## config.mk

```make
export PLATFORM = sky130hd
export DESIGN_NAME = ackpoll_seq
export DESIGN_NICKNAME = d
export VERILOG_FILES = /design/src/rtl/ackpoll_pkg.sv /design/src/rtl/ackpoll_tick.sv /design/src/rtl/ackpoll_phy.sv /design/src/rtl/ackpoll_ctrl.sv /design/src/rtl/ackpoll_seq.sv
export SDC_FILE = /design/constraint.sdc
export NUM_CORES = 1
export LEC_CHECK = 0
export ABC_CLOCK_PERIOD_IN_PS = 2100
export CORE_MARGIN = 10
export CORE_UTILIZATION = 50
export CTS_BUF_LIST = sky130_fd_sc_hd__clkbuf_4 sky130_fd_sc_hd__clkbuf_8 sky130_fd_sc_hd__clkbuf_16
export CTS_CLUSTER_DIAMETER = 80
export CTS_CLUSTER_SIZE = 25
export DETAILED_ROUTE_END_ITERATION = 8
export GPL_TIMING_DRIVEN = 0
export PLACE_DENSITY = 0.72
export REMOVE_ABC_BUFFERS = 1
export SETUP_SLACK_MARGIN = 0.2
export SKIP_CTS_REPAIR_TIMING = 1
export SLEW_MARGIN = 20
export SYNTH_ARGS = -nofsm -noshare
export SYNTH_HDL_FRONTEND = slang
export SYNTH_SLANG_ARGS = --single-unit
```

## constraint.sdc

```tcl
create_clock -name clk -period 2.1 [get_ports clk]
set_input_delay 0.63 -clock clk [delete_from_list [all_inputs] [get_ports clk]]
set_output_delay 0.63 -clock clk [all_outputs]
set_load 0.02 [all_outputs]
```

## src/rtl/ackpoll_pkg.sv

```systemverilog
// Shared encodings for the acknowledge-polling sequencer.
package ackpoll_pkg;
    // Bus symbol handed from the byte sequencer to the bit engine.
    typedef enum logic [1:0] {
        SYM_START = 2'd0,
        SYM_STOP  = 2'd1,
        SYM_BIT   = 2'd2
    } sym_e;

    // Result codes reported with done.
    localparam logic [1:0] RES_READY   = 2'd0;
    localparam logic [1:0] RES_WRCONT  = 2'd1;
    localparam logic [1:0] RES_TIMEOUT = 2'd2;
endpackage

```

## src/rtl/ackpoll_tick.sv

```systemverilog
// Quarter-bit tick generator.
// Emits one tick every QDIV clocks while en is high. The count restarts
// whenever en is low, so the first tick of a symbol always comes QDIV
// cycles after the symbol starts.
// Assumes QDIV >= 1.
module ackpoll_tick #(
    parameter int QDIV = 4
) (
    input  logic clk,
    input  logic rst_n,
    input  logic en,
    output logic tick
);
    localparam int CW = (QDIV > 1) ? $clog2(QDIV) : 1;

    generate
        if (QDIV == 1) begin : g_nodiv
            assign tick = en;
        end else begin : g_div
            logic [CW-1:0] cnt;

            // Count clocks inside one quarter period.
            always_ff @(posedge clk) begin
                if (!rst_n || !en) begin
                    cnt <= '0;
                end else if (cnt == CW'(QDIV - 1)) begin
                    cnt <= '0;
                end else begin
                    cnt <= cnt + 1'b1;
                end
            end

            assign tick = en && (cnt == CW'(QDIV - 1));
        end
    endgenerate
endmodule

```

## src/rtl/ackpoll_phy.sv

```systemverilog
// Bit engine for the two-wire bus.
// Runs one symbol (START, STOP or one data bit) over four quarter phases and
// pulses done at the end. For data bits it samples SDA at the end of the
// first SCL-high quarter. Outputs are registered.
// Assumes a START follows either an idle bus or a symbol that left SCL low,
// and that sda_i is already synchronous to clk.
module ackpoll_phy
    import ackpoll_pkg::*;
(
    input  logic clk,
    input  logic rst_n,
    input  logic tick,
    input  logic go,
    input  sym_e kind,
    input  logic tx_bit,
    input  logic sda_i,
    output logic active,
    output logic done,
    output logic rx_bit,
    output logic scl_o,
    output logic sda_oe
);
    logic [1:0] q;
    sym_e       kind_q;
    logic       bit_q;

    // Pin levels {scl, pull_low} for one quarter of one symbol.
    function automatic logic [1:0] drive(input sym_e k, input logic [1:0] ph,
                                         input logic b, input logic scl_prev);
        logic [1:0] r;
        case (k)
            SYM_START: case (ph)
                2'd0:    r = {scl_prev, 1'b0};
                2'd1:    r = {1'b1, 1'b0};
                2'd2:    r = {1'b1, 1'b1};
                default: r = {1'b0, 1'b1};
            endcase
            SYM_STOP: case (ph)
                2'd0:    r = {1'b0, 1'b1};
                2'd1:    r = {1'b1, 1'b1};
                default: r = {1'b1, 1'b0};
            endcase
            default: case (ph)
                2'd0, 2'd3: r = {1'b0, ~b};
                default:    r = {1'b1, ~b};
            endcase
        endcase
        return r;
    endfunction

    // Symbol sequencing, pin drive and acknowledge sampling.
    always_ff @(posedge clk) begin
        if (!rst_n) begin
            active <= 1'b0;
            done   <= 1'b0;
            q      <= 2'd0;
            kind_q <= SYM_STOP;
            bit_q  <= 1'b1;
            rx_bit <= 1'b1;
            scl_o  <= 1'b1;
            sda_oe <= 1'b0;
        end else begin
            done <= 1'b0;
            if (!active && go) begin
                active <= 1'b1;
                q      <= 2'd0;
                kind_q <= kind;
                bit_q  <= tx_bit;
                {scl_o, sda_oe} <= drive(kind, 2'd0, tx_bit, scl_o);
            end else if (active && tick) begin
                if (q == 2'd1 && kind_q == SYM_BIT) begin
                    rx_bit <= sda_i;
                end
                if (q == 2'd3) begin
                    active <= 1'b0;
                    done   <= 1'b1;
                end else begin
                    q <= q + 2'd1;
                    {scl_o, sda_oe} <= drive(kind_q, q + 2'd1, bit_q, scl_o);
                end
            end
        end
    end

    AST_SDA_STEADY_SCL_HIGH: assert property (@(posedge clk) disable iff (!rst_n)
        ($past(scl_o) && scl_o && (sda_oe != $past(sda_oe))) |-> (kind_q != SYM_BIT));
endmodule

```

## src/rtl/ackpoll_ctrl.sv

```systemverilog
// Byte-level sequencer for acknowledge polling.
// Accepts one command at a time. It loops over the sequence START, address
// frame (device address + write bit), acknowledge bit, STOP until the slave
// acknowledges or MAX_TRIES probes have been sent. On acknowledge it either
// sends STOP (ready) or the byte address plus its acknowledge bit (write
// continued).
// Assumes the bit engine takes one go pulse per symbol and answers with sym_done.
module ackpoll_ctrl
    import ackpoll_pkg::*;
#(
    parameter int DEV_W     = 7,
    parameter int BA_W      = 8,
    parameter int MAX_TRIES = 8,
    parameter int CNT_W     = 4
) (
    input  logic             clk,
    input  logic             rst_n,
    input  logic             cmd_valid,
    input  logic             cmd_next_write,
    input  logic [DEV_W-1:0] cmd_dev,
    input  logic [BA_W-1:0]  cmd_baddr,
    output logic             cmd_ready,
    output logic             sym_go,
    output sym_e             sym_kind,
    output logic             sym_bit,
    input  logic             sym_done,
    input  logic             rx_bit,
    output logic             in_ack,
    output logic             done,
    output logic [1:0]       result,
    output logic [CNT_W-1:0] attempts
);
    localparam int FR_W  = DEV_W + 1;
    localparam int SH_W  = (FR_W > BA_W) ? FR_W : BA_W;
    localparam int IDX_W = $clog2(SH_W + 1);

    typedef enum logic [2:0] {
        C_IDLE, C_START, C_ADDR, C_ACK, C_STOP, C_BADDR, C_BACK
    } cstate_e;

    cstate_e          st;
    logic [SH_W-1:0]  sh;
    logic [IDX_W-1:0] idx;
    logic             issued;
    logic             retry_q;
    logic [1:0]       pend_q;
    logic             nw_q;
    logic [DEV_W-1:0] dev_q;
    logic [BA_W-1:0]  baddr_q;

    // Symbol selection for the current state.
    always_comb begin
        sym_bit = 1'b1;
        case (st)
            C_START: sym_kind = SYM_START;
            C_STOP:  sym_kind = SYM_STOP;
            C_ADDR, C_BADDR: begin
                sym_kind = SYM_BIT;
                sym_bit  = sh[SH_W-1];
            end
            default: sym_kind = SYM_BIT;
        endcase
    end

    assign cmd_ready = (st == C_IDLE);
    assign in_ack    = (st == C_ACK) || (st == C_BACK);

    // Command capture, symbol issue and state transitions.
    always_ff @(posedge clk) begin
        if (!rst_n) begin
            st       <= C_IDLE;
            sh       <= '0;
            idx      <= '0;
            issued   <= 1'b0;
            retry_q  <= 1'b0;
            pend_q   <= RES_READY;
            nw_q     <= 1'b0;
            dev_q    <= '0;
            baddr_q  <= '0;
            sym_go   <= 1'b0;
            done     <= 1'b0;
            result   <= RES_READY;
            attempts <= '0;
        end else begin
            sym_go <= 1'b0;
            done   <= 1'b0;
            if (st == C_IDLE) begin
                if (cmd_valid) begin
                    nw_q     <= cmd_next_write;
                    dev_q    <= cmd_dev;
                    baddr_q  <= cmd_baddr;
                    attempts <= '0;
                    issued   <= 1'b0;
                    st       <= C_START;
                end
            end else if (sym_done) begin
                issued <= 1'b0;
                case (st)
                    C_START: begin
                        attempts <= attempts + 1'b1;
                        sh       <= SH_W'({dev_q, 1'b0}) << (SH_W - FR_W);
                        idx      <= '0;
                        st       <= C_ADDR;
                    end
                    C_ADDR: begin
                        sh <= sh << 1;
                        if (idx == IDX_W'(FR_W - 1)) begin
                            st <= C_ACK;
                        end else begin
                            idx <= idx + 1'b1;
                        end
                    end
                    C_ACK: begin
                        if (!rx_bit && nw_q) begin
                            sh  <= SH_W'(baddr_q) << (SH_W - BA_W);
                            idx <= '0;
                            st  <= C_BADDR;
                        end else begin
                            st <= C_STOP;
                            if (!rx_bit) begin
                                retry_q <= 1'b0;
                                pend_q  <= RES_READY;
                            end else if (attempts == CNT_W'(MAX_TRIES)) begin
                                retry_q <= 1'b0;
                                pend_q  <= RES_TIMEOUT;
                            end else begin
                                retry_q <= 1'b1;
                            end
                        end
                    end
                    C_STOP: begin
                        if (retry_q) begin
                            st <= C_START;
                        end else begin
                            st     <= C_IDLE;
                            done   <= 1'b1;
                            result <= pend_q;
                        end
                    end
                    C_BADDR: begin
                        sh <= sh << 1;
                        if (idx == IDX_W'(BA_W - 1)) begin
                            st <= C_BACK;
                        end else begin
                            idx <= idx + 1'b1;
                        end
                    end
                    default: begin
                        st     <= C_IDLE;
                        done   <= 1'b1;
                        result <= RES_WRCONT;
                    end
                endcase
            end else if (!issued) begin
                sym_go <= 1'b1;
                issued <= 1'b1;
            end
        end
    end

    AST_DONE_ONE_CYCLE: assert property (@(posedge clk) disable iff (!rst_n)
        done |=> !done);
    AST_ATTEMPTS_BOUNDED: assert property (@(posedge clk) disable iff (!rst_n)
        attempts <= CNT_W'(MAX_TRIES));
    AST_TIMEOUT_AT_LIMIT: assert property (@(posedge clk) disable iff (!rst_n)
        (done && result == RES_TIMEOUT) |-> (attempts == CNT_W'(MAX_TRIES)));
endmodule

```

## src/rtl/ackpoll_seq.sv

```systemverilog
// Acknowledge-polling master sequencer, top level.
// Joins the quarter-tick divider, the bit engine and the byte sequencer.
// SCL is driven push-pull. SDA is open-drain: sda_oe=1 pulls it low.
// Assumes sda_i is the resolved wire level, synchronous to clk.
module ackpoll_seq
    import ackpoll_pkg::*;
#(
    parameter int QDIV      = 4,
    parameter int MAX_TRIES = 8,
    parameter int DEV_W     = 7,
    parameter int BA_W      = 8,
    localparam int CNT_W    = $clog2(MAX_TRIES + 1)
) (
    input  logic             clk,
    input  logic             rst_n,
    input  logic             cmd_valid,
    input  logic             cmd_next_write,
    input  logic [DEV_W-1:0] cmd_dev_addr,
    input  logic [BA_W-1:0]  cmd_byte_addr,
    output logic             cmd_ready,
    output logic             done,
    output logic [1:0]       result,
    output logic [CNT_W-1:0] attempts,
    output logic             scl_o,
    output logic             sda_oe,
    input  logic             sda_i
);
    logic tick;
    logic phy_active;
    logic sym_go;
    logic sym_done;
    logic sym_bit;
    logic rx_bit;
    logic in_ack;
    sym_e sym_kind;

    ackpoll_tick #(.QDIV(QDIV)) u_tick (
        .clk   (clk),
        .rst_n (rst_n),
        .en    (phy_active),
        .tick  (tick)
    );

    ackpoll_phy u_phy (
        .clk    (clk),
        .rst_n  (rst_n),
        .tick   (tick),
        .go     (sym_go),
        .kind   (sym_kind),
        .tx_bit (sym_bit),
        .sda_i  (sda_i),
        .active (phy_active),
        .done   (sym_done),
        .rx_bit (rx_bit),
        .scl_o  (scl_o),
        .sda_oe (sda_oe)
    );

    ackpoll_ctrl #(
        .DEV_W     (DEV_W),
        .BA_W      (BA_W),
        .MAX_TRIES (MAX_TRIES),
        .CNT_W     (CNT_W)
    ) u_ctrl (
        .clk            (clk),
        .rst_n          (rst_n),
        .cmd_valid      (cmd_valid),
        .cmd_next_write (cmd_next_write),
        .cmd_dev        (cmd_dev_addr),
        .cmd_baddr      (cmd_byte_addr),
        .cmd_ready      (cmd_ready),
        .sym_go         (sym_go),
        .sym_kind       (sym_kind),
        .sym_bit        (sym_bit),
        .sym_done       (sym_done),
        .rx_bit         (rx_bit),
        .in_ack         (in_ack),
        .done           (done),
        .result         (result),
        .attempts       (attempts)
    );

    AST_ACK_SLOT_RELEASED: assert property (@(posedge clk) disable iff (!rst_n)
        (in_ack && phy_active) |-> !sda_oe);
    AST_READY_BUS_IDLE: assert property (@(posedge clk) disable iff (!rst_n)
        (done && result == RES_READY) |-> (scl_o && !sda_oe));
    AST_WRCONT_SCL_HELD: assert property (@(posedge clk) disable iff (!rst_n)
        (done && result == RES_WRCONT) |-> !scl_o);
endmodule

```

==> metrics.md, run 1 <==
| Metric | Value |
|---|---|
| TritonCTS Buffers | `5` |
| Synth async-reset ratio | `0` |
| Clock Skew | `7.70 ps` |
| CP top delay family | `flip-flops` |
| Worst r2r dst | `u_ctrl.st[1]` |
| Power Dens Cells | `690 nW/um^2` |
| Slowest CP cell | `dfxtp_4` |
| Port-buffer cells | `29` |
| Die Wd | `90.7 um` |
| Vias per Instance | `5.56` |
| Final setup violation count | `0` |
| Min-delay src | `u_tick.g_div.cnt[0]` |
| Cell variety after synth | `42` |
| Outcome | `complete, no violations` |
| Synth Instances | `312` |
| Number of synthesized register bits | `54` |
| H-tree levels | `2` |
| Final period util | `0.909` |
| DIE HEIGHT | `90.7 um` |
| Multi-input logic area | `1320 um^2` |
| Starting Density | `0.522` |
| Worst Reg2Reg Path Length in Cells | `5` |
| RSZ-0062 raised after global routing | `true` |
| Most frequent cell after synthesis | `nand2_1` |
| CTS root buf | `clkbuf_8` |
| Share of cells above drive strength 1 | `0.0627` |
| Routed WL | `5640 um` |
| Fin crit period | `1910 ps` |
| TritonCTS Sinks | `54` |
| Post-DP HPWL | `3750 um` |
| Post-synth EDFFs | `0` |
| Antenna violations before repair | `0` |
| Area growth syn-to-layout | `19.1%` |
| Worst Tran Pin Value | `597 ps` |
| Hold Path Sink | `u_tick.g_div.cnt[0]` |
| Placed Cells incl. Taps | `390` |
| FF/Latch Area | `1090 um^2` |
| WP buf/inv | `1` |
| DRC viols | `0` |
| Crit start category | `flop` |
| Compound-Gate Fraction of Synth Area | `0.233` |
| First-pass GRT wire length | `9130 um` |
| Fillcell total | `458` |
| Fin cells | `402` |
| YS warnings | `0` |
| Clk pin slew, worst setup/hold paths | `100 ps` |
| Final hold violation count | `0` |
| Gr ovfl total | `0` |
| Max Cap Violations | `0` |
| Final net count | `362` |
| Max Clk Rate | `524 MHz` |
| Placer Congestion | `0.837` |
| I/O pins | `30` |
| Simple-gate share of the synthesized area | `0.230` |
| P_leak | `0.00123 uW` |
| R2R Path Start | `u_phy.done` |
| Synth area leader | `dfxtp_1` |
| Post-DRT Antenna Nets | `0` |
| Hold Path Depth | `1` |
| Relative slew margins | `0.601` |
| Classification of the worst setup path | `reg -> out` |
| Hold slack | `438 ps` |
| Ant diodes | `0` |
| Sequential element share of the synthesized area | `0.433` |
| XOR/XNOR Fraction of Synth Area | `0.0140` |
| GRT Total Usage | `0.130` |
| Arrival time at the worst endpoint | `1280 ps` |
| FF-to-FF setup slack | `340 ps` |
| Total number of vias | `2236` |
| Clock Tree Buf Depth | `2` |
| Mux contribution to synthesized area | `0.00401` |
| CP Data Required Time | `1470 ps` |
| Commonest cells post-synth | `nand2_1 (66), dfxtp_1 (54), a21oi_1 (39)` |
| CTS tree | `done` |
| Synth Area per Inst | `8.01 um^2` |
| VDD IR-drop max | `0.517 mV` |
| Core area | `4790 um^2` |
| Largest family of logic cells by synthesized area | `compound AO/OA/AOI/OAI gates` |
| Critical path peak fanout | `20` |
| # rows | `25` |
| Die Footprint | `8220 um^2` |
| Synth Area in Adders | `0.0401` |
| Length of the first detailed-routing pass in iterations | `4` |
| Synth top area share | `0.433` |
| Crit end category | `primary output` |
| Cell Chain, Critical Path | `nor3_4, dlymetal6s2s_1` |
| Largest net degree at the start of global routing | `42` |
| Initial DRC Count | `144` |
| Final Slew Violations | `0` |
| Vias in the first global route | `2054` |
| Worst hold path type | `reg -> reg` |
| CP peak stage delay | `440 ps` |
| Largest cells by area after synthesis | `dfxtp_1 (43%), nand2_1 (9.9%), a21oi_1 (7.8%)` |
| Synth Flop Type | `dfxtp_1` |
| Wire length per cell | `14.0 um` |
| Worst skew pair latency | `310 ps` |
| Synth Cell Area | `2500 um^2` |
==> routing by layer <==
| metal | wire length [um] | vias up | global-route usage |
|---|---|---|---|
| met2 | 2590 | 57 | 0.211 |
| met1 | 2660 | 1016 | 0.160 |
| met5 | 0 | - | 0 |
| li1 | - | 1155 | - |
| met4 | 87 | 0 | 0.0531 |
| met3 | 297 | 8 | 0.0299 |
==> worst max-delay path by stage <==
stage	start	endpoint	cells after the start
after global routing	u_ctrl.st[0]	cmd_ready	2
after CTS	u_ctrl.st[0]	cmd_ready	2
after detailed placement	cmd_valid	u_ctrl.st[1]	6
final	u_ctrl.st[0]	cmd_ready	2
after floorplan	u_ctrl.st[0]	u_ctrl.attempts[3]	4
after global placement	cmd_valid	u_ctrl.st[1]	6
==> registers in the layout (all words and copies together) (netlist names), 2 cells and up <==
signal	flops
u_ctrl.baddr_q	8
u_ctrl.sh	8
u_ctrl.dev_q	7
u_ctrl.attempts	4
u_ctrl.idx	4
u_ctrl.st	3
u_ctrl.result	2
u_phy.kind_q	2
u_phy.q	2
u_tick.g_div.cnt	2
==> metrics by stage <==
stage               utilization  power, uW  setup TNS (ps)  setup slack (ps)  instance area [um^2]
floorplan                     -       1330           -65.9             -65.9                  2420
global placement          0.584       1450          -22790              -901                  2790
detailed placement        0.584       1450          -10350              -901                  2790
CTS                       0.603       2050           -2450              -663                  2890
global route              0.622       2150               0               127                  2980
finish                    0.622       2050               0               191                  2980
==> where the power goes <==
part           internal (uW)  switching, uW  leakage [uW]
combinational            141            182      0.000746
clock                    241            358     0.0000447
sequential              1070           56.5      0.000441
total                   1460            597       0.00123
==> layout by cell type, fill, tap and decap left out, types with 3 or more instances in the layout <==
master / count
nand3_1: 4
inv_1: 9
a21oi_1: 39
o22ai_1: 17
clkdlybuf4s50_1: 18
buf_4: 3
ha_1: 8
a21o_1: 3
nand2_1: 66
o211ai_1: 3
nor2_1: 19
nand4_1: 5
dfxtp_4: 3
nor2b_1: 3
clkbuf_8: 5
nor3_1: 3
nand3b_1: 3
a211o_1: 7
nand2b_1: 7
a31oi_1: 6
dlymetal6s2s_1: 11
o21ai_0: 8
dfxtp_1: 51
==> cell families (layout without fill, tap and decap cells) <==
group           Yosys count  count (layout)
compound gates           94              94
xor+xnor                  4               4
fa+ha+maj                 8               8
buf+inv                  28              51
flops                    54              54
mux                       1               1
simple gates            123             123
==> area by class of cell <==
| type | count | area share |
|---|---|---|
| tap | 67 | 0.0282 |
| clock inverter | 3 | 0.00841 |
| timing repair buffer | 33 | 0.117 |
| sequential | 54 | 0.367 |
| inverter | 10 | 0.0135 |
| multi-input combinational | 230 | 0.443 |
| clock buffer | 5 | 0.0231 |
(Power assumes the default switching activity.)
==> run 2: changes to the inputs <==
--- a/config.mk
+++ b/config.mk
@@ -10,14 +10,13 @@
 export CORE_UTILIZATION = 50
 export CTS_BUF_LIST = sky130_fd_sc_hd__clkbuf_4 sky130_fd_sc_hd__clkbuf_8 sky130_fd_sc_hd__clkbuf_16
 export CTS_CLUSTER_DIAMETER = 80
-export CTS_CLUSTER_SIZE = 25
+export CTS_CLUSTER_SIZE = 14
 export DETAILED_ROUTE_END_ITERATION = 8
 export GPL_TIMING_DRIVEN = 0
 export PLACE_DENSITY = 0.72
 export REMOVE_ABC_BUFFERS = 1
 export SETUP_SLACK_MARGIN = 0.2
 export SKIP_CTS_REPAIR_TIMING = 1
-export SLEW_MARGIN = 20
 export SYNTH_ARGS = -nofsm -noshare
 export SYNTH_HDL_FRONTEND = slang
 export SYNTH_SLANG_ARGS = --single-unit
==> metrics.md, run 2 (same netlist as run 1, synthesis figures left out) <==
| Metric | Value |
|---|---|
| Outcome | `complete, no violations (unchanged)` |
| Clock Tree Buf Depth | `2 (unchanged)` |
| Max Cap Violations | `0 (unchanged)` |
| P_leak | `0.00121 uW (was 0.00123 uW)` |
| R2R Path Start | `u_phy.done (unchanged)` |
| CTS root buf | `clkbuf_8 (unchanged)` |
| Crit start category | `flop (unchanged)` |
| CP top delay family | `buffers and inverters (was flip-flops)` |
| Post-layout util | `0.621 (was 0.622)` |
| Slowest CP cell | `clkdlybuf4s50_1 (was dfxtp_4)` |
| Min-delay src | `u_tick.g_div.cnt[0] (unchanged)` |
| Placer Congestion | `0.837 (unchanged)` |
| Commonest non-fill, non-tap cell in the layout | `nand2_1 (unchanged)` |
| CP Data Required Time | `1470 ps (about the same)` |
| Post-DP HPWL | `3810 um (was 3750 um)` |
| Worst hold path type | `reg -> reg (unchanged)` |
| Relative slew margins | `0.598 (was 0.601)` |
| First-pass GRT wire length | `9520 um (was 9130 um)` |
| Antenna violations before repair | `0 (unchanged)` |
| WP buf/inv | `1 (unchanged)` |
| TritonCTS Buffers | `5 (unchanged)` |
| RSZ-0062 raised after global routing | `false (was true)` |
| Worst skew pair latency | `310 ps (about the same)` |
| Clock Skew | `6.22 ps (was 7.70 ps)` |
| Vias per Instance | `5.71 (was 5.56)` |
| Share of cells above drive strength 1 | `0.0742 (was 0.0627)` |
| Setup Total Neg Slack | `0 ps (unchanged)` |
| Length of the first detailed-routing pass in iterations | `4 (unchanged)` |
| FF/Latch Area | `1090 um^2 (unchanged)` |
| Die Wd | `90.7 um (unchanged)` |
| Classification of the worst setup path | `reg -> out (unchanged)` |
| Ant diodes | `0 (unchanged)` |
| Final net count | `364 (was 362)` |
| Clk pin slew, worst setup/hold paths | `100 ps (about the same)` |
| Final Slew Violations | `0 (unchanged)` |
| Crit end category | `primary output (unchanged)` |
| DRC viols | `0 (unchanged)` |
| Power Dens Cells | `691 nW/um^2 (was 690 nW/um^2)` |
| Total number of vias | `2305 (was 2236)` |
| Largest net degree at the start of global routing | `42 (unchanged)` |
| Setup WS pre-CTS | `-980 ps (was -901 ps)` |
| Registers with the most flip-flops | `u_ctrl.baddr_q (8), u_ctrl.sh (8), u_ctrl.dev_q (7) (unchanged)` |
| VDD IR-drop max | `0.474 mV (was 0.517 mV)` |
| Multi-input logic area | `1320 um^2 (unchanged)` |
| Core area | `4790 um^2 (unchanged)` |
| Post-DRT Antenna Nets | `0 (unchanged)` |
| Routed WL | `5900 um (was 5640 um)` |
| Commonest non-fill, non-tap cells in the layout | `nand2_1 (66), dfxtp_1 (51), a21oi_1 (39), nor2_1 (19), clkdlybuf4s50_1 (18) (unchanged)` |
| TritonCTS Sinks | `54 (unchanged)` |
| Initial DRC Count | `205 (was 144)` |
| Worst Tran Pin Value | `601 ps (was 597 ps)` |
| CP peak stage delay | `590 ps (was 440 ps)` |
| Port-buffer cells | `29 (unchanged)` |
| # rows | `25 (unchanged)` |
| GRT Total Usage | `0.133 (was 0.130)` |
| Placed Cells incl. Taps | `390 (unchanged)` |
| Final hold violation count | `0 (unchanged)` |
| Fin cells | `404 (was 402)` |
| Hold slack | `438 ps (about the same)` |
| Gr ovfl total | `0 (unchanged)` |
| Final period util | `0.878 (was 0.909)` |
| Fin crit period | `1840 ps (was 1910 ps)` |
| Start point of the critical path | `u_ctrl.done (was u_ctrl.st[0])` |
| Final setup violation count | `0 (unchanged)` |
| Wire length per cell | `14.6 um (was 14.0 um)` |
| Area growth syn-to-layout | `19.0% (was 19.1%)` |
| CTS tree | `done (unchanged)` |
| Cell Chain, Critical Path | `clkdlybuf4s50_1 (was nor3_4, dlymetal6s2s_1)` |
| I/O pins | `30 (unchanged)` |
| Die Footprint | `8220 um^2 (unchanged)` |
| Vias in the first global route | `2105 (was 2054)` |
| Max Clk Rate | `543 MHz (was 524 MHz)` |
| Fillcell total | `461 (was 458)` |
| Arrival time at the worst endpoint | `1210 ps (was 1280 ps)` |
| Starting Density | `0.522 (unchanged)` |
| Critical path peak fanout | `1 (was 20)` |
| DIE HEIGHT | `90.7 um (unchanged)` |
| Crit path setup slack, layout | `257 ps (was 191 ps)` |
| H-tree levels | `2 (unchanged)` |
run 2: cell count changes in the layout (fill, tap and decap cells not counted), sizes merged:
cell | previous run | this run
clkinvlp | 1 | 4
dlymetal6s2s | 11 | 9
buf | 3 | 4
clkbuf | 6 | 7
inv | 11 | 10
run 2: power by group:
part           internal, uW  total, uW  switching (uW)
clock network           241        597             356
registers              1070       1130            60.3
logic                   141        324             183
total                  1460       2060             599
run 2: layout make-up:
type                            count  area share
Clock buffer                        5      0.0231
Clock inverter                      3     0.00841
Inverter                           10      0.0139
Multi-Input combinational cell    230       0.443
Sequential cell                    54       0.367
Tap cell                           67      0.0282
Timing Repair Buffer               33       0.112
Timing Repair inverter              2     0.00421
run 2: worst paths after layout:
| kind | endpoint | slack (ps) | cells past startpoint |
|---|---|---|---|
| max | done | 260 | 1 |
| min | u_tick.g_div.cnt[0] | 440 | 1 |
| max reg2reg | u_ctrl.st[1] | 330 | 5 |
| min reg2reg | u_tick.g_div.cnt[0] | 440 | 1 |
run 2: per-stage QoR:
| stage | instance area, um^2 | total power, uW |
|---|---|---|
| finish | 2970 | 2060 |
| global route | 2970 | 2160 |
| CTS | 2890 | 2050 |
| detailed placement | 2790 | 1460 |
| global placement | 2790 | 1450 |
| floorplan | 2420 | 1330 |
run 2: metal layers:
| metal | vias to the layer above | routed length (um) | GRT usage |
|---|---|---|---|
| li1 | 1156 | - | - |
| met1 | 1080 | 2760 | 0.162 |
| met2 | 61 | 2780 | 0.228 |
| met3 | 8 | 282 | 0.0299 |
| met4 | 0 | 83 | 0.0385 |
| met5 | - | 0 | 0 |
==> run 3: changes to the inputs <==
--- a/config.mk
+++ b/config.mk
@@ -5,7 +5,7 @@
 export SDC_FILE = /design/constraint.sdc
 export NUM_CORES = 1
 export LEC_CHECK = 0
-export ABC_CLOCK_PERIOD_IN_PS = 2100
+export ABC_CLOCK_PERIOD_IN_PS = 2300
 export CORE_MARGIN = 10
 export CORE_UTILIZATION = 50
 export CTS_BUF_LIST = sky130_fd_sc_hd__clkbuf_4 sky130_fd_sc_hd__clkbuf_8 sky130_fd_sc_hd__clkbuf_16
@@ -14,7 +14,6 @@
 export DETAILED_ROUTE_END_ITERATION = 8
 export GPL_TIMING_DRIVEN = 0
 export PLACE_DENSITY = 0.72
-export REMOVE_ABC_BUFFERS = 1
 export SETUP_SLACK_MARGIN = 0.2
 export SKIP_CTS_REPAIR_TIMING = 1
 export SYNTH_ARGS = -nofsm -noshare
==> constraint.sdc (replaced) <==
create_clock -name clk -period 2.3 [get_ports clk]
set_input_delay 0.69 -clock clk [delete_from_list [all_inputs] [get_ports clk]]
set_output_delay 0.69 -clock clk [all_outputs]
set_load 0.02 [all_outputs]
==> metrics.md, run 3 (same netlist as run 1, synthesis figures left out) <==
| Metric | Value |
|---|---|
| Post-layout util | `0.632 (was 0.621)` |
| Fin crit period | `2100 ps` |
| Final hold violation count | `0 (unchanged)` |
| Power Dens Cells | `651 nW/um^2 (was 691 nW/um^2)` |
| Start point of the critical path | `u_ctrl.st[2] (was u_ctrl.done)` |
| Sequential Power Share | `0.514 (was 0.552)` |
| Final setup violation count | `0 (unchanged)` |
| Area growth syn-to-layout | `21.1% (was 19.0%)` |
| Classification of the worst setup path | `reg -> out (unchanged)` |
| Share of cells above drive strength 1 | `0.0627 (was 0.0742)` |
| Crit end category | `primary output (unchanged)` |
| Vias per Instance | `5.63 (was 5.71)` |
| Post-DRT Antenna Nets | `0 (unchanged)` |
| Die Footprint | `8220 um^2 (unchanged)` |
| Setup Total Neg Slack | `0 ps (unchanged)` |
| Fin cells | `418 (was 404)` |
| Critical path peak fanout | `10 (was 1)` |
| Min-delay src | `u_tick.g_div.cnt[0] (unchanged)` |
| Commonest non-fill, non-tap cell in the layout | `nand2_1 (unchanged)` |
| Final Slew Violations | `0 (unchanged)` |
| Relative slew margins | `0.627 (was 0.598)` |
| Port-buffer cells | `29 (unchanged)` |
| TritonCTS Sinks | `54 (unchanged)` |
| DRC viols | `0 (unchanged)` |
| WP buf/inv | `2 (was 1)` |
| Die Wd | `90.7 um (unchanged)` |
| Crit start category | `flop (unchanged)` |
| Final period util | `0.913` |
| Worst Tran Pin Value | `560 ps (was 601 ps)` |
| Pint | `1440 uW (was 1460 uW)` |
| Placed Cells incl. Taps | `408 (was 390)` |
| Clock Tree Buf Depth | `2 (unchanged)` |
| CP Data Required Time | `1610 ps (was 1470 ps)` |
| Logic pwr share | `0.172 (was 0.158)` |
| DIE HEIGHT | `90.7 um (unchanged)` |
| Worst hold path type | `reg -> reg (unchanged)` |
| VDD IR-drop max | `0.491 mV (was 0.474 mV)` |
| CTS tree | `done (unchanged)` |
| Slowest CP cell | `dfxtp_1 (was clkdlybuf4s50_1)` |
| Placer Congestion | `0.888 (was 0.837)` |
| R2R Path Start | `u_ctrl.st[2] (was u_phy.done)` |
| Arrival time at the worst endpoint | `1410 ps (was 1210 ps)` |
| Clk pwr share | `0.314 (was 0.290)` |
| Largest net degree at the start of global routing | `17 (was 42)` |
| Wire length per cell | `14.6 um (about the same)` |
| Outcome | `complete, no violations (unchanged)` |
| Antenna violations before repair | `0 (unchanged)` |
| Initial DRC Count | `238 (was 205)` |
| Max Clk Rate | `476 MHz` |
| Commonest non-fill, non-tap cells in the layout | `nand2_1 (66), dfxtp_1 (54), a21oi_1 (39), clkdlybuf4s50_1 (26), nor2_1 (20) (was nand2_1 (66), dfxtp_1 (51), a21oi_1 (39), nor2_1 (19), clkdlybuf4s50_1 (18))` |
| Post-DP HPWL | `4450 um (was 3810 um)` |
| Switching part of the total power | `0.267 (was 0.291)` |
| Total number of vias | `2353 (was 2305)` |
| Sw power | `526 uW (was 599 uW)` |
| Vias in the first global route | `2275 (was 2105)` |
| # rows | `25 (unchanged)` |
| GRT Total Usage | `0.148 (was 0.133)` |
| Syn nets | `340` |
| TritonCTS Buffers | `5 (unchanged)` |
| Clk pin slew, worst setup/hold paths | `90 ps (was 100 ps)` |
| Max Cap Violations | `0 (unchanged)` |
| CP top delay family | `buffers and inverters (unchanged)` |
| Registers with the most flip-flops | `u_ctrl.baddr_q (8), u_ctrl.sh (8), u_ctrl.dev_q (7) (unchanged)` |
| Clock Skew | `3.80 ps (was 6.22 ps)` |
| Ant diodes | `0 (unchanged)` |
| First-pass GRT wire length | `10400 um (was 9520 um)` |
| Routed WL | `6100 um (was 5900 um)` |
| Starting Density | `0.522 (unchanged)` |
| Gr ovfl total | `0 (unchanged)` |
| Cell Chain, Critical Path | `clkbuf_4, nor3_4, dlymetal6s2s_1 (was clkdlybuf4s50_1)` |
| RSZ-0062 raised after global routing | `true (was false)` |
| Length of the first detailed-routing pass in iterations | `4 (unchanged)` |
| P_leak | `0.00117 uW (was 0.00121 uW)` |
| CP peak stage delay | `360 ps (was 590 ps)` |
| Fillcell total | `436 (was 461)` |
| Final net count | `378 (was 364)` |
| Worst skew pair latency | `300 ps (was 310 ps)` |
| Hold slack | `442 ps (was 438 ps)` |
| H-tree levels | `2 (unchanged)` |
| Core area | `4790 um^2 (unchanged)` |
| I/O pins | `30 (unchanged)` |
| CTS root buf | `clkbuf_8 (unchanged)` |
## run 3: cell count changes in the layout (fill, tap and decap cells not counted), sizes merged
cell	change
clkbuf	+12
clkdlybuf4s50	+8
dlymetal6s2s	-6
clkinvlp	-4
buf	+2
bufinv	+1
clkinv	+1
## run 3: final timing paths
kind / endpoint / slack (ps) / cells past startpoint
worst max-delay path: cmd_ready / 200 / 3
worst min-delay path: u_tick.g_div.cnt[0] / 440 / 1
worst max register to register: u_ctrl.st[0] / 380 / 7
worst min register to register: u_tick.g_div.cnt[0] / 440 / 1
## run 3: power groups by stage
stage               Sequential [uW]  Combinational [uW]  Clock [uW]
floorplan                      1030                 209           0
global placement               1030                 313           0
detailed placement             1030                 319           0
CTS                            1010                 321         630
global route                   1020                 374         679
finish                         1010                 339         617
## run 3: stage by stage
stage / power [uW] / cell area (um^2) / setup WS [ps]
2_1_floorplan: 1240 / 2500 / 244
3_3_place_gp: 1350 / 2870 / -415
3_5_place_dp: 1350 / 2870 / -445
4_1_cts: 1960 / 2980 / -450
5_1_grt: 2070 / 3030 / 118
6_report: 1970 / 3030 / 201
## run 3: cell type report
| class | count | area [um^2] | area share |
|---|---|---|---|
| clock inverter | 3 | 40.0 | 0.0132 |
| inverter | 10 | 37.5 | 0.0124 |
| buffer | 17 | 81.3 | 0.0269 |
| tap | 67 | 83.8 | 0.0277 |
| multi-input combinational | 230 | 1310 | 0.434 |
| clock buffer | 5 | 68.8 | 0.0227 |
| timing repair buffer | 32 | 320 | 0.106 |
| sequential | 54 | 1080 | 0.357 |
## run 3: metal layers
layer  global-route usage  share of wire  up-vias
met1                0.177           0.44     1081
met2                0.252           0.48       73
met3               0.0341          0.062       10
li1                     -              -     1189
met4               0.0477          0.016        0
met5                    0              0        -
